`config.mk`:
```
export PLATFORM = sky130hd
export DESIGN_NAME = gpio_modal_port
export DESIGN_NICKNAME = d
export VERILOG_FILES = /design/src/rtl/gmp_pkg.sv /design/src/rtl/gmp_dir_reg.sv /design/src/rtl/gmp_pin_sync.sv /design/src/rtl/gmp_pin_mux.sv /design/src/rtl/gpio_modal_port.sv
export SDC_FILE = /design/constraint.sdc
export NUM_CORES = 1
export LEC_CHECK = 0
export BUFFER_PORTS_ARGS = -buffer_cell sky130_fd_sc_hd__buf_2
export CAP_MARGIN = 40
export CELL_PAD_IN_SITES_DETAIL_PLACEMENT = 1
export CELL_PAD_IN_SITES_GLOBAL_PLACEMENT = 2
export CORE_AREA = 2 2 65 67
export DETAILED_ROUTE_END_ITERATION = 16
export DIE_AREA = 0 0 67 69
export GPL_TIMING_DRIVEN = 0
export PLACE_DENSITY = 0.76
export SLEW_MARGIN = 20
export SYNTH_ARGS = -nofsm -noshare
export SYNTH_HDL_FRONTEND = slang
export SYNTH_SLANG_ARGS = --single-unit
```
`constraint.sdc`:
```
create_clock -name clk -period 2.1 [get_ports clk]
set_clock_uncertainty 0.15 [all_clocks]
set_input_delay 0.42 -clock clk [delete_from_list [all_inputs] [get_ports clk]]
set_output_delay 0.42 -clock clk [all_outputs]
set_load 0.01 [all_outputs]
```
`src/rtl/gmp_pkg.sv`:
```
// Shared types for the five-pin port.
// Assumes: the mode encoding below is fixed by the system integration.
package gmp_pkg;
    typedef enum logic [1:0] {
        MODE_XA = 2'b00,  // external bus, pin 4 preset as output
        MODE_XB = 2'b01,  // external bus, pin 4 preset as output
        MODE_XC = 2'b10,  // external bus, no preset
        MODE_SC = 2'b11   // single chip, all GPIO
    } op_mode_e;

    // Register byte offsets (word aligned)
    localparam logic [3:0] OFS_DIR  = 4'h0;
    localparam logic [3:0] OFS_DATA = 4'h4;
    localparam logic [3:0] OFS_PIN  = 4'h8;

    // Chip-select routing applies in every mode except single chip.
    function automatic logic cs_route(input logic [1:0] m);
        return m != MODE_SC;
    endfunction

    // The direction preset for pin 4 applies in the first two modes.
    function automatic logic dir_preset(input logic [1:0] m);
        return (m == MODE_XA) || (m == MODE_XB);
    endfunction
endpackage

```
`src/rtl/gmp_dir_reg.sv`:
```
// Direction register with a mode-dependent reset value.
// Power-on reset and hardware standby load the preset. A manual reset and
// software standby freeze the contents. It is write-only from the bus.
// Assumes: all controls are synchronous to clk.
module gmp_dir_reg #(
    parameter int            N_PINS  = 5,
    parameter logic [N_PINS-1:0] PRESET = 5'b10000
) (
    input  logic              clk,
    input  logic              por_n,
    input  logic              man_rst_n,
    input  logic              hw_standby,
    input  logic              sw_standby,
    input  logic [1:0]        mode,
    input  logic              wr_en,
    input  logic [N_PINS-1:0] wr_val,
    output logic [N_PINS-1:0] dir_q
);
    import gmp_pkg::*;

    logic [N_PINS-1:0] init_val;

    // Select the reset value from the current mode.
    always_comb begin
        init_val = dir_preset(mode) ? PRESET : '0;
    end

    // Hold or update the direction bits by reset type.
    always_ff @(posedge clk) begin
        if (!por_n || hw_standby) begin
            dir_q <= init_val;
        end else if (!man_rst_n || sw_standby) begin
            dir_q <= dir_q;
        end else if (wr_en) begin
            dir_q <= wr_val;
        end
    end
endmodule

```
`src/rtl/gmp_pin_sync.sv`:
```
// Two-stage synchroniser for the pad inputs.
// Assumes: pad levels are asynchronous. The stages have no reset, so the
// sampled value is undefined until two clocks have passed.
module gmp_pin_sync #(
    parameter int N_PINS = 5
) (
    input  logic              clk,
    input  logic [N_PINS-1:0] pin_in,
    output logic [N_PINS-1:0] pin_sync
);
    logic [N_PINS-1:0] stage1;

    // Shift the pad levels through two flops.
    always_ff @(posedge clk) begin
        stage1   <= pin_in;
        pin_sync <= stage1;
    end
endmodule

```
`src/rtl/gmp_pin_mux.sv`:
```
// Per-pin output selection between GPIO data and a chip-select line.
// Pins 1..N_CS can carry chip-selects and pin 0 is always GPIO.
// Assumes: chip_sel[k-1] belongs to pin k.
module gmp_pin_mux #(
    parameter int N_PINS = 5,
    parameter int N_CS   = 4
) (
    input  logic [1:0]        mode,
    input  logic              sw_standby,
    input  logic              cs_hold,
    input  logic [N_PINS-1:0] dir_q,
    input  logic [N_PINS-1:0] data_q,
    input  logic [N_CS-1:0]   chip_sel,
    output logic [N_PINS-1:0] pin_out,
    output logic [N_PINS-1:0] pin_oe
);
    import gmp_pkg::*;

    logic cs_mode;
    logic cs_float;

    // Decide whether chip-select routing and floating apply.
    always_comb begin
        cs_mode  = cs_route(mode);
        cs_float = sw_standby && !cs_hold;
    end

    for (genvar k = 0; k < N_PINS; k++) begin : g_pin
        if (k >= 1 && k <= N_CS) begin : g_cs
            // Route either the chip-select or the data bit to this pin.
            always_comb begin
                if (cs_mode) begin
                    pin_oe[k]  = dir_q[k] && !cs_float;
                    pin_out[k] = pin_oe[k] && chip_sel[k-1];
                end else begin
                    pin_oe[k]  = dir_q[k];
                    pin_out[k] = dir_q[k] && data_q[k];
                end
            end
        end else begin : g_gpio
            // Plain GPIO pin.
            always_comb begin
                pin_oe[k]  = dir_q[k];
                pin_out[k] = dir_q[k] && data_q[k];
            end
        end
    end
endmodule

```
`src/rtl/gpio_modal_port.sv`:
```
// Top of the five-pin port: register decode, data register, read mux and
// the instances of the direction register, synchroniser and pin mux.
// Assumes: a single-cycle write strobe and combinational read data.
module gpio_modal_port #(
    parameter int         N_PINS   = 5,
    parameter int         N_CS     = 4,
    parameter int         DATA_W   = 8,
    parameter int         ADDR_W   = 4,
    parameter logic [7:0] DIR_FILL = 8'hFF
) (
    input  logic              clk,
    input  logic              por_n,
    input  logic              man_rst_n,
    input  logic              hw_standby,
    input  logic              sw_standby,
    input  logic              cs_hold,
    input  logic [1:0]        mode,
    input  logic [ADDR_W-1:0] bus_addr,
    input  logic              bus_wr,
    input  logic [DATA_W-1:0] bus_wdata,
    output logic [DATA_W-1:0] bus_rdata,
    input  logic [N_CS-1:0]   chip_sel,
    input  logic [N_PINS-1:0] pin_in,
    output logic [N_PINS-1:0] pin_out,
    output logic [N_PINS-1:0] pin_oe
);
    import gmp_pkg::*;

    localparam int PAD_W = DATA_W - N_PINS;
    localparam logic [N_PINS-1:0] DIR_PRESET = N_PINS'(1) << (N_PINS - 1);

    logic              sel_dir, sel_data, sel_pin;
    logic [N_PINS-1:0] dir_q;
    logic [N_PINS-1:0] data_q;
    logic [N_PINS-1:0] pin_sync;

    // Decode the register address.
    always_comb begin
        sel_dir  = bus_addr == ADDR_W'(OFS_DIR);
        sel_data = bus_addr == ADDR_W'(OFS_DATA);
        sel_pin  = bus_addr == ADDR_W'(OFS_PIN);
    end

    gmp_dir_reg #(.N_PINS(N_PINS), .PRESET(DIR_PRESET)) u_dir (
        .clk        (clk),
        .por_n      (por_n),
        .man_rst_n  (man_rst_n),
        .hw_standby (hw_standby),
        .sw_standby (sw_standby),
        .mode       (mode),
        .wr_en      (bus_wr && sel_dir),
        .wr_val     (bus_wdata[N_PINS-1:0]),
        .dir_q      (dir_q)
    );

    // Data register: cleared by any reset, written from the bus.
    always_ff @(posedge clk) begin
        if (!por_n || hw_standby || !man_rst_n) begin
            data_q <= '0;
        end else if (bus_wr && sel_data) begin
            data_q <= bus_wdata[N_PINS-1:0];
        end
    end

    gmp_pin_sync #(.N_PINS(N_PINS)) u_sync (
        .clk      (clk),
        .pin_in   (pin_in),
        .pin_sync (pin_sync)
    );

    gmp_pin_mux #(.N_PINS(N_PINS), .N_CS(N_CS)) u_mux (
        .mode       (mode),
        .sw_standby (sw_standby),
        .cs_hold    (cs_hold),
        .dir_q      (dir_q),
        .data_q     (data_q),
        .chip_sel   (chip_sel),
        .pin_out    (pin_out),
        .pin_oe     (pin_oe)
    );

    // Read mux: direction reads give filler, other registers are zero-padded.
    always_comb begin
        if (sel_dir) begin
            bus_rdata = DIR_FILL;
        end else if (sel_data) begin
            bus_rdata = {{PAD_W{1'b0}}, data_q};
        end else if (sel_pin) begin
            bus_rdata = {{PAD_W{1'b0}}, pin_sync};
        end else begin
            bus_rdata = '0;
        end
    end
endmodule

```
# == Word-level counts from Yosys, hierarchy flattened ==
# Index checks and enable logic that the tools add are counted.
# word_totals
inputBits,30
regBits,20
# op_classes
n_reduce_logical,28
n_eq_ne,5
n_mux,15
# op_table
cell,n
2-to-1 mux 5 bit,6
logical AND 1 bit,16
2-to-1 mux 1 bit,8
2-to-1 mux 8 bit,1
== test 4 x 3 -> 1 bit (second input constant),1
== test 4 bit (second input constant),1
logical NOT 1 bit,4
logical NOT 4 bit,1
logical OR 1 bit,4
!= test 2 bit (second input constant),2
== test 2 x 1 -> 1 bit (second input constant),1
logical NOT 2 bit,1
AND reduction 2 bit,1
nonzero test 2 bit,1

# == Logic depth before layout (Yosys ltp) ==
# logic_depth
word_depth,6
mapped_depth,4

# == By module ==
# A second synthesis with hierarchy kept.
# unflattened
hier_cells,102
hier_area_um2,1009.7
# by_module_without_submodules
mod,area_per_inst_um2,instances,cells_each
gpio_modal_port,391.6,1,51
gmp_dir_reg,212.7,1,14
gmp_pin_mux,205.2,1,27
gmp_pin_sync,200.2,1,10

# == Worst setup path after synthesis ==
# No wires, ideal clock.
# synth_path
path_type,in2reg
from,input port bus_addr[1]
to,register u_dir.dir_q[0] (enable)
setup_slack_ns,0.304
path_buffers,1
arrival_time_ns,1.273
t_required_ns,1.577
stages,3
cell_sequence,or2_4 buf_6 o41ai_2
# synth_between
elab_chain_cells,4
# synth_lines
item,line,source
from (decl),gpio_modal_port.sv:18,"input logic [ADDR_W-1:0] bus_addr,"
logical NOT 4 bit,gpio_modal_port.sv:39,sel_dir = bus_addr == ADDR_W'(OFS_DIR);
logical AND 1 bit,gpio_modal_port.sv:51,".wr_en (bus_wr && sel_dir),"
nonzero test 2 bit (no line),--,
AND reduction 2 bit (no line),--,
to (signal assigned),gmp_dir_reg.sv:31,dir_q <= init_val;
to (signal assigned),gmp_dir_reg.sv:33,dir_q <= dir_q;
to (signal assigned),gmp_dir_reg.sv:35,dir_q <= wr_val;
to (decl),gmp_dir_reg.sv:17,output logic [N_PINS-1:0] dir_q
# Every way passes these cells.
# A chain may end at the register's enable or synchronous reset.

# == Worst setup path in the final report ==
# layout_path
from,input port bus_addr[1]
to,output port bus_rdata[7]
# layout_between
elab_chain_cells,2
# layout_lines
item,line,source
logical NOT 4 bit,gpio_modal_port.sv:39,
net sel_dir,gpio_modal_port.sv:32,"logic sel_dir, sel_data, sel_pin;"
2-to-1 mux 8 bit,gpio_modal_port.sv:84,if (sel_dir) begin
to (decl),gpio_modal_port.sv:21,"output logic [DATA_W-1:0] bus_rdata,"
# The timed path passes the listed nets, and every way through them passes these cells.

==> flow_metrics.env <==
export IMPL_status="finished, final reports clean"
export IMPL_clock_latency_ns=0.25
export IMPL_synth_seq_cells=20
export IMPL_grt_overflow=0
export IMPL_critPathBufInv=4
export IMPL_relSlewSlack_pct=55.99
export IMPL_drtIter0Drc=4
export IMPL_drive_gt1_share_pct=44.60
export IMPL_reg2reg_slack_ns=1.32
export IMPL_detail_route_antenna_nets=0
export IMPL_grt_pass1_wl_um=4057
export IMPL_finalSetupViolations=0
export IMPL_gp_congestion=0.6831
export IMPL_numPortBuffers=42
export IMPL_n_antenna_cell=0
export IMPL_r2r_start="data_q[0]"
export IMPL_powerDensity_mw_per_mm2=712.8
export IMPL_end_kind="primary output"
export IMPL_reg2regPathDepth=2
export IMPL_cp_slowest_stage_delay_ns=0.26
export IMPL_critPathTopFamily="buffers and inverters"
export IMPL_synthAdderAreaFrac_pct=0
export IMPL_hold_viol=0
export IMPL_pwr_share_clk_pct=41.5
export IMPL_num_vias=835
export IMPL_postCtsSetupBuffers=0
export IMPL_wire_per_inst_um=12.92
export IMPL_grt_max_degree=13
export IMPL_synth_top_family_by_area="simple AND/OR/NAND/NOR gates"
export IMPL_drt_pass1_iterations=2
export IMPL_fp_row_count=23
export IMPL_syn_area_sq_um=948.4
export IMPL_synth_edf_count=5
export IMPL_h_tree_depth=1
export IMPL_seq_area_frac_synth_pct=47.49
export IMPL_p_seq_share_pct=45.4
export IMPL_placed_area_sq_mm=0.001221
export IMPL_hold_depth=1
export IMPL_yosysWarnings=0
export IMPL_cts_made_buffers=3
export IMPL_holdCritStartpoint="pin_in[4]"
export IMPL_cts_tree="done"
export IMPL_clockBufferDepth=2
export IMPL_cts_sinks=20
export IMPL_coreArea_sq_mm=0.003914
export IMPL_rsz0062_at_grt="false"
export IMPL_grtUsageTotal_pct=11.25
export IMPL_required_ns=1.53
export IMPL_p_switching_uw=196.1
export IMPL_synth_simple_area_share_pct=25.07
export IMPL_synth_ff_type="dfxtp_1"
export IMPL_cts_root_buf="clkbuf_8"
export IMPL_muxShareOfSynthArea_pct=5.805
export IMPL_switching_share_pct=21.20
export IMPL_async_flop_share_pct=0
export IMPL_synthTopCellsByCount="dfxtp_1 (15), and2_1 (9), nand2_1 (7)"
export IMPL_synth_compound_area_share_pct=12.93
export IMPL_cp_arrival_ns=1.38
export IMPL_finalMaxSlewViolations=0
export IMPL_peakVddDrop_v=0.0003197
export IMPL_syn_instance_count=93
export IMPL_drc=0
export IMPL_synth_xor_area_share_pct=0
export IMPL_syn_num_nets=123
export IMPL_drv_cap=0
export IMPL_die_area_sq_mm=0.004623
export IMPL_r2r_end="data_q[0]"
export IMPL_p_int_uw=728.8
export IMPL_worstMarginPinSlew_ns=0.6530
export IMPL_viasPerCell=4.418
export IMPL_setup_tns_ns=0
export IMPL_synth_area_top_cells="dfxtp_1 (32%), edfxtp_1 (16%), and2_1 (5.9%)"
export IMPL_antenna_found_initial=0
export IMPL_cp_start_kind="primary input"
export IMPL_crit_top_cell="buf_2"
export IMPL_hpwl_um=2027
export IMPL_fin_crit_sh_pct=92.81
export IMPL_postLayoutCellArea_sq_mm=0.001297
export IMPL_synth_top_cell_area_share_pct=31.66
export IMPL_cts_resized=0
export IMPL_cp_slowest_cell="or2_4"
export IMPL_period_needed_ns=1.949
export IMPL_combPwrFrac_pct=13.1
export IMPL_fin_nets=170
export IMPL_grt_pass1_vias=883
export IMPL_start_util_pct=24.23
export IMPL_area_growth_pct=36.81
export IMPL_yosys_area_top_type="dfxtp_1"
export IMPL_syn_area_per_cell_sq_um=10.20
export IMPL_ctsHoldBuffers=0
export IMPL_hold_class="in -> reg"
export IMPL_finalWirelength_um=2441
export IMPL_die_width_um=67
export IMPL_synth_cell_types=24
export IMPL_leakage_nw=0.6558
export IMPL_criticalPathCategory="in -> out"
export IMPL_fp_dieH_um=69
export IMPL_fmax_mhz=513.1
export IMPL_path_clk_slew_ns=0.08
export IMPL_cp_max_fo=10
export IMPL_fillers=476
export IMPL_holdPathEnd="u_sync.stage1[4]"
export IMPL_synthMostInstantiatedCell="dfxtp_1"
export IMPL_ios=48
export IMPL_crit_chain="buf_2 -> or2_4 -> buf_6 -> nor3_2 -> buf_4 -> buf_2"
==> flip-flops by register name (all words and copies together) (netlist names) <==
name and flops:
u_sync.pin_sync 5, data_q 5, u_dir.dir_q 5, u_sync.stage1 5
==> cells by family (layout without fill, tap and decap cells) <==
logic type,Yosys count,in the layout
DFF,20,20
and+or+nand+nor,37,37
buffers and inverters,15,61
muxes,5,5
AOI/OAI and AO/OA,16,16
==> cell usage in the layout, fill, tap and decap left out <==
cell type and count:
a21o_1 5, a21oi_1 5, and2_1 9, and3_1 4, and3b_1 1, buf_2 45, buf_4 4, buf_6 1
bufinv_16 1, clkbuf_1 1, clkbuf_8 3, dfxtp_1 15, edfxtp_1 5, inv_1 6, mux2_2 4, mux2i_1 1
nand2_1 7, nand2b_1 5, nand3b_1 2, nand4_1 5, nor2b_1 1, nor3_2 1, nor4b_4 1, o311ai_1 5
o41ai_2 1, or2_4 1
==> stage by stage <==
| step | setup slack (ns) | power [mW] | hold slack (ns) | util [%] | instances |
|---|---|---|---|---|---|
| floorplan | 0.3039 | 0.4946 | 0.1596 | - | 93 |
| global placement | 0.04399 | 0.5457 | 0.1599 | 31.20 | 185 |
| detailed placement | -0.006142 | 0.5520 | 0.1632 | 31.20 | 185 |
| CTS | 0.02230 | 0.9372 | 0.1031 | 33.02 | 189 |
| global route | 0.07290 | 0.9751 | 0.09180 | 33.15 | 189 |
| finish | 0.1510 | 0.9248 | 0.1087 | 33.15 | 189 |
==> worst max-delay path by stage <==
stage	start	endpoint	slack [ns]	cells after the start
2_1_floorplan	bus_addr[1]	u_dir.dir_q[0]	0.30	3
3_3_place_gp	bus_addr[1]	bus_rdata[7]	0.04	6
3_5_place_dp	bus_addr[1]	u_dir.dir_q[2]	-0.006	4
4_1_cts	bus_addr[1]	bus_rdata[7]	0.02	6
5_1_grt	mode[1]	pin_out[3]	0.07	5
6_report	bus_addr[1]	bus_rdata[7]	0.15	6
==> power by group through the flow <==
stage	Combinational (mW)	Sequential [mW]	Clock [mW]
2_1_floorplan	0.0680	0.427	0
3_5_place_dp	0.123	0.429	0
5_1_grt	0.135	0.423	0.418
6_report	0.121	0.419	0.384
3_3_place_gp	0.118	0.427	0
4_1_cts	0.123	0.420	0.394
==> worst register-to-register path, delay by kind of cell (launching register included) <==
family / cells / cell delay [ns]
flip-flops: 1 / 0.38
AO/OA/AOI/OAI: 1 / 0.11
AND/OR/NAND/NOR: 1 / 0.08
==> layer usage <==
layer | vias to the layer above | wire (um) | part of all wire [%] | GRT usage, %
met5 | - | 0 | 0 | 0
met4 | 0 | 10 | 0.41 | 2.721
met3 | 2 | 192 | 7.9 | 2.610
met2 | 33 | 1235 | 51 | 20.35
li1 | 415 | - | - | -
met1 | 385 | 1002 | 41 | 12.96
==> layout make-up <==
class	count	area (sq um)	area share, %
clock inverters	1	30.03	2.314
multi-input cells	58	420.4	32.40
inverters	6	22.52	1.736
flip-flops and latches	20	450.4	34.72
well taps	50	62.56	4.822
plain buffers	9	60.06	4.629
repair buffers	42	210.2	16.20
clock buffers	3	41.29	3.182
Power figures use the tool's default switching activity.
